### config.mk
export PLATFORM = sky130hd
export DESIGN_NAME = rstfilt_ctrl
export DESIGN_NICKNAME = d
export VERILOG_FILES = /design/src/rtl/rstfilt_pkg.sv /design/src/rtl/rstfilt_sync.sv /design/src/rtl/rstfilt_width.sv /design/src/rtl/rstfilt_field.sv /design/src/rtl/rstfilt_ctrl.sv
export SDC_FILE = /design/constraint.sdc
export NUM_CORES = 1
export LEC_CHECK = 0
export BUFFER_PORTS_ARGS = -buffer_cell sky130_fd_sc_hd__buf_2
export CAP_MARGIN = 25
export CORE_UTILIZATION = 35
export DETAILED_ROUTE_END_ITERATION = 16
export MAX_ROUTING_LAYER = met4
export SLEW_MARGIN = 20
export SYNTH_ARGS = -nofsm -noshare
export SYNTH_HDL_FRONTEND = slang
export SYNTH_SLANG_ARGS = --single-unit
### constraint.sdc
create_clock -name clk -period 1.2 [get_ports clk]
set_input_delay 0.06 -clock clk [delete_from_list [all_inputs] [get_ports clk]]
set_output_delay 0.06 -clock clk [all_outputs]
set_load 0.03 [all_outputs]
### src/rtl/rstfilt_pkg.sv
package rstfilt_pkg;
   localparam int unsigned REG_W     = 8;
   localparam int unsigned SWRST_BIT = 7;
   localparam int unsigned TXEN_BIT  = 0;

   function automatic int unsigned cnt_bits(input int unsigned limit);
      return (limit < 2) ? 1 : $clog2(limit + 1);
   endfunction
endpackage

### src/rtl/rstfilt_sync.sv
module rstfilt_sync #(
   parameter int unsigned STAGES = 2,
   parameter bit          INIT   = 1'b0
) (
   input  logic clk_i,
   input  logic d_i,
   output logic q_o
);
   if (STAGES < 2) begin : g_bad_stages
      $error("rstfilt_sync: STAGES must be at least 2");
   end

   logic [STAGES-1:0] chain_q = {STAGES{INIT}};

   for (genvar s = 0; s < STAGES; s++) begin : g_stage
      if (s == 0) begin : g_first
         always_ff @(posedge clk_i) chain_q[0] <= d_i;
      end else begin : g_next
         always_ff @(posedge clk_i) chain_q[s] <= chain_q[s-1];
      end
   end

   assign q_o = chain_q[STAGES-1];
endmodule

### src/rtl/rstfilt_width.sv
module rstfilt_width
   import rstfilt_pkg::*;
#(
   parameter int unsigned MIN_LOW = 5
) (
   input  logic clk_i,
   input  logic low_n_i,
   input  logic armed_i,
   output logic rst_next_o,
   output logic rst_q_o
);
   localparam int unsigned CNT_W = cnt_bits(MIN_LOW);
   localparam logic [CNT_W-1:0] CNT_MAX = CNT_W'(MIN_LOW);
   localparam logic [CNT_W-1:0] CNT_ARM = CNT_W'(MIN_LOW - 1);

   if (MIN_LOW < 2) begin : g_bad_min
      $error("rstfilt_width: MIN_LOW must be at least 2");
   end

   logic [CNT_W-1:0] cnt_q;
   logic [CNT_W-1:0] cnt_d;
   logic             hw_q;
   logic             hw_d;

   always_comb begin
      if (low_n_i) begin
         cnt_d = '0;
      end else if (cnt_q == CNT_MAX) begin
         cnt_d = cnt_q;
      end else begin
         cnt_d = cnt_q + 1'b1;
      end
      hw_d = !low_n_i && (cnt_q >= CNT_ARM);
   end

   always_ff @(posedge clk_i) begin
      cnt_q <= cnt_d;
      hw_q  <= hw_d;
   end

   assign rst_next_o = hw_d;
   assign rst_q_o    = hw_q;

   assert_rise_at_limit_R1: assert property (@(posedge clk_i) disable iff (!armed_i)
      $rose(hw_q) |-> (cnt_q == CNT_MAX));

   assert_short_low_ignored_R2: assert property (@(posedge clk_i) disable iff (!armed_i)
      (!hw_q && low_n_i) |=> !hw_q);

   assert_release_on_high_R3: assert property (@(posedge clk_i) disable iff (!armed_i)
      low_n_i |=> !hw_q);
endmodule

### src/rtl/rstfilt_field.sv
module rstfilt_field #(
   parameter int unsigned W = 8
) (
   input  logic         clk_i,
   input  logic         clr_i,
   input  logic         armed_i,
   input  logic         wr_i,
   input  logic [W-1:0] d_i,
   output logic [W-1:0] q_o
);
   if (W < 1) begin : g_bad_width
      $error("rstfilt_field: W must be at least 1");
   end

   logic [W-1:0] val_q;

   always_ff @(posedge clk_i) begin
      if (clr_i) begin
         val_q <= '0;
      end else if (wr_i) begin
         val_q <= d_i;
      end
   end

   assign q_o = val_q;

   assert_clear_on_full_R4: assert property (@(posedge clk_i) disable iff (!armed_i)
      clr_i |=> (q_o == '0));

   assert_kept_without_write_R6: assert property (@(posedge clk_i) disable iff (!armed_i)
      (!clr_i && !wr_i) |=> $stable(q_o));

   assert_write_stored_R8: assert property (@(posedge clk_i) disable iff (!armed_i)
      (!clr_i && wr_i) |=> (q_o == $past(d_i)));
endmodule

### src/rtl/rstfilt_ctrl.sv
module rstfilt_ctrl
   import rstfilt_pkg::*;
#(
   parameter int unsigned SYNC_STAGES = 2,
   parameter int unsigned MIN_LOW     = 5,
   parameter int unsigned AP_W        = 11,
   parameter int unsigned MODE_W      = 2,
   parameter bit          TX_REG      = 1'b0
) (
   input  logic              clk,
   input  logic              pin_rst_n,
   input  logic              cfg_wr,
   input  logic [REG_W-1:0]  cfg_wdata,
   input  logic              setup_wr,
   input  logic [REG_W-1:0]  setup_wdata,
   input  logic              aptr_wr,
   input  logic [AP_W-1:0]   aptr_wdata,
   input  logic              mode_wr,
   input  logic [MODE_W-1:0] mode_wdata,
   output logic              full_rst_o,
   output logic              core_rst_o,
   output logic              tx_en_o,
   output logic [REG_W-1:0]  cfg_q_o,
   output logic [REG_W-1:0]  setup_q_o,
   output logic [AP_W-1:0]   aptr_q_o,
   output logic [MODE_W-1:0] mode_q_o
);
   if (AP_W < 1 || AP_W > 16) begin : g_bad_ap
      $error("rstfilt_ctrl: AP_W must lie in 1..16");
   end
   if (MODE_W < 1) begin : g_bad_mode
      $error("rstfilt_ctrl: MODE_W must be at least 1");
   end
   if (SWRST_BIT == TXEN_BIT || SWRST_BIT >= REG_W) begin : g_bad_bits
      $error("rstfilt_ctrl: control bit positions are inconsistent");
   end

   logic pin_sync_n;
   logic hw_next;
   logic hw_q;
   logic armed_q = 1'b0;
   logic sw_bit;
   logic tx_raw;

   rstfilt_sync #(.STAGES(SYNC_STAGES), .INIT(1'b0)) u_sync (
      .clk_i (clk),
      .d_i   (pin_rst_n),
      .q_o   (pin_sync_n)
   );

   rstfilt_width #(.MIN_LOW(MIN_LOW)) u_width (
      .clk_i      (clk),
      .low_n_i    (pin_sync_n),
      .armed_i    (armed_q),
      .rst_next_o (hw_next),
      .rst_q_o    (hw_q)
   );

   always_ff @(posedge clk) armed_q <= armed_q | hw_q;

   rstfilt_field #(.W(REG_W)) u_cfg (
      .clk_i (clk), .clr_i (hw_next), .armed_i (armed_q),
      .wr_i  (cfg_wr), .d_i (cfg_wdata), .q_o (cfg_q_o)
   );

   rstfilt_field #(.W(REG_W)) u_setup (
      .clk_i (clk), .clr_i (hw_next), .armed_i (armed_q),
      .wr_i  (setup_wr), .d_i (setup_wdata), .q_o (setup_q_o)
   );

   rstfilt_field #(.W(AP_W)) u_aptr (
      .clk_i (clk), .clr_i (hw_next), .armed_i (armed_q),
      .wr_i  (aptr_wr), .d_i (aptr_wdata), .q_o (aptr_q_o)
   );

   rstfilt_field #(.W(MODE_W)) u_mode (
      .clk_i (clk), .clr_i (hw_next), .armed_i (armed_q),
      .wr_i  (mode_wr), .d_i (mode_wdata), .q_o (mode_q_o)
   );

   assign sw_bit     = cfg_q_o[SWRST_BIT];
   assign full_rst_o = hw_q;
   assign core_rst_o = hw_q | sw_bit;
   assign tx_raw     = cfg_q_o[TXEN_BIT];

   if (TX_REG) begin : g_tx_reg
      logic tx_q;
      always_ff @(posedge clk) begin
         tx_q <= tx_raw && !hw_next && !(cfg_wr ? cfg_wdata[SWRST_BIT] : sw_bit);
      end
      assign tx_en_o = tx_q && !core_rst_o;
   end else begin : g_tx_comb
      assign tx_en_o = tx_raw && !core_rst_o;
   end

   assert_sw_write_starts_R5: assert property (@(posedge clk) disable iff (!armed_q)
      (cfg_wr && cfg_wdata[SWRST_BIT] && !hw_next) |=> (core_rst_o && !full_rst_o));

   assert_sw_write_ends_R5: assert property (@(posedge clk) disable iff (!armed_q)
      (cfg_wr && !cfg_wdata[SWRST_BIT] && !hw_next) |=> !core_rst_o);

   assert_tx_off_in_reset_R7: assert property (@(posedge clk) disable iff (!armed_q)
      (full_rst_o || core_rst_o) |-> !tx_en_o);

   assert_full_drops_sw_R4: assert property (@(posedge clk) disable iff (!armed_q)
      $fell(full_rst_o) |-> !core_rst_o);
endmodule

==> metrics <==
initial antenna violation count=0; Syn Nets=~150; # DRC=0; Num CTS Buffers=5; routed vias=~1200; setup_tns=0 ns; H-tree levels=2; largest net degree at the start of global routing=21; HP Start=mode_wr; CTS max path bufs=2; Worst R2R Start=u_width.cnt_q[1]; hold depth=3; RSZ-0062 raised after global routing=yes; Initial Util=about 37%; worst-path cell chain=inv_1 -> ha_2 -> a21boi_0 -> a311oi_1; #FFs+latches synth=35; FF-to-FF End=u_width.cnt_q[1]; syn avg cell area=11.14 µm²; Min-Delay Endpoint=u_mode.q_o[1]; Clock transition at path regs=about 0.090 ns; Total GRT Usage=between 15 and 20%; crit-path max FO=2; Finish-stage setup viols=0; final cell count without fillers=approximately 260; core area=approximately 3400 µm²; Worst Path Arrival=1.38 ns; design area=2017 µm²; Tcrit/Tclk final=99.05%; Area Overhead vs Synth=58.82%; max incr delay on CP=0.35 ns; Routed Wire Length=between 2000 and 3000 µm; insertion delay to the later sink of the worst-skew pair=about 0.32 ns; Max Slew Vio Count=0; Leak=about 1.0 nW; Clock power frac=a little under a quarter; Placed Area=around 1600 µm²; most frequent cells in the layout=65 x buf_2, 32 x dfxtp_1, 30 x dlygate4sd3_1; share of post-route cells with drive strength above 1=40.47%; cell taking the most area after synthesis=dfxtp_1; vias in the first global route=between 1000 and 1500; fmax=around 840 MHz; Max VDD drop=0.8668 mV; Port Buffers=between 60 and 70; first-pass GRT wire length=approximately 4800 µm; Slowest cell on crit path=dfxtp_1; layout net count=roughly 250; worst endpoint required time=1.40 ns; P_int=1.973 mW; Distinct cells, synth=19; crit path kind=reg2reg; crit path capture type=flip-flop; Max Cap Viol=0; synth warn=0; Root Driver=clkbuf_4; Hold Worst Slack=about 0.017 ns; Clock Sinks=35; combinational fraction of design power=between 20 and 30%; Slew HR=79.13%; sw power=just over 0.9 mW; Hold Path Class=in2reg; CTS tree=built; slew at the pin with the worst max-slew slack=between 0.3 and 0.4 ns; full die area=3873 µm²; P per Cell Area=roughly 1400 nW/µm²; grt ovf=0; Antenna Cells=0; Sequential Power Share=48.2%; Post-DP HPWL=1797 µm; Mapped Area=1270 µm²; standard-cell rows=21; I/O pin count=between 60 and 70; Inst Count DP=between 200 and 250; FF-to-FF path depth=4; # fillers=290; DR vias/cell=about 4.4; Setup Skew=0.004472 ns; dominant cells by area after synthesis=dfxtp_1 55%, mux2i_1 23%, nor2_1 8.6%; flop2flop setup slack=between 0.01 and 0.015 ns; commonest non-fill, non-tap cell in the layout=buf_2; RePlAce Congestion=0.6764; status=finished, final reports clean; ANT nets after route=0; top-area cell type share of the netlist area=55.17%; initial drt markers=22; Die X-Extent=a little over 60 µm; Switching Fraction=a little under a third; sequential area share after synthesis=~55%; Gate Count Post-Synth=about 110; Die Span Y=62.24 µm; Tmin final=1.189 ns; drt pass-1 iters=3; WL per Instance=around 11 µm; Hold Fails Final Rpt=0; startpoint types=flip-flop
-- stage by stage --
stage	power [mW]	setup WS, ns	util [%]
global route	3.035	-0.05081	59.05
CTS	2.902	-0.007742	58.90
global placement	2.083	0.1548	47.44
floorplan	1.886	0.01408	-
finish	2.878	0.01138	59.05
detailed placement	2.105	0.1032	47.44
-- worst max-delay path: cells and delay by family (launching register included) --
| kind | cells | cell delay, ns |
|---|---|---|
| fa+ha+maj | 1 | 0.30 |
| compound gates | 2 | 0.34 |
| flops | 1 | 0.35 |
| buf+inv | 1 | 0.07 |
-- repair_timing --
item                                    in CTS  in global routing
gates resized for setup                      5                  3
hold endpoints to repair                    30                  0
setup buffers                                1                  0
endpoints found under the setup margin       2                  2
hold buffers                                30                  0
pin swaps                                    2                  2
-- layout make-up --
type	count	area, µm²	area share [%]
flip-flops and latches	35	704.4	34.93
repair buffers	99	659.4	32.69
multi-input cells	71	519.2	25.74
clock buffers	8	68.82	3.412
well taps	46	57.56	2.854
inverters	2	7.507	0.3722
-- metal layers --
| layer | part of all wire, % | vias to the layer above | GRT usage, % |
|---|---|---|---|
| li1 | - | 586 | - |
| met1 | 41 | 513 | 15.79 |
| met2 | 50 | 53 | 29.67 |
| met3 | 6.9 | 7 | 5.147 |
| met4 | 2.0 | 0 | 7.849 |
| met5 | 0 | - | - |
-- registers in the layout, indices dropped and copies added, names as in the netlist --
register         flops
u_sync.q_o           1
u_aptr.q_o          11
u_mode.q_o           2
u_setup.q_o          8
u_width.cnt_q        3
u_width.rst_q_o      1
u_cfg.q_o            8
u_sync.chain_q       1
-- synthesized netlist by cell type (all sizes together) --
cell and number:
buf 6, and3b 1, a21oi 1, nor2 31, inv 2, a21o 1, dfxtp 35, nand3 1
nor3 1, or2 1, a21boi 1, mux2i 29, ha 2, nor2b 1, a311oi 1
-- how the worst max path moves through the flow --
stage / from / to / cells past startpoint
3_5_place_dp: u_width.cnt_q[1] / u_width.cnt_q[1] / 4
6_report: u_width.cnt_q[1] / u_width.cnt_q[1] / 4
2_1_floorplan: u_cfg.q_o[7] / tx_en_o / 2
5_1_grt: u_width.cnt_q[1] / u_width.cnt_q[1] / 4
3_3_place_gp: u_width.cnt_q[1] / u_width.cnt_q[1] / 4
4_1_cts: u_width.rst_q_o / tx_en_o / 3
-- logic make-up (layout without fill, tap and decap cells) --
| logic type | after synthesis | count (layout) | synth area share [%] |
|---|---|---|---|
| AO/OA/AOI/OAI | 4 | 4 | 2.365 |
| AND/OR/NAND/NOR | 36 | 36 | 12.71 |
| flip-flops | 35 | 35 | 55.17 |
| buffers and inverters | 8 | 109 | 4.926 |
| adder cells (fa/ha/maj) | 2 | 2 | 1.970 |
| multiplexers | 29 | 29 | 22.86 |
-- power groups by stage --
stage / registers, mW / clock network (mW) / logic (mW)
CTS: 1.39 / 0.725 / 0.792
detailed placement: 1.41 / 0 / 0.697
global route: 1.41 / 0.775 / 0.854
global placement: 1.40 / 0 / 0.682
floorplan: 1.67 / 0 / 0.219
finish: 1.39 / 0.691 / 0.798
(Power assumes the default switching activity.)
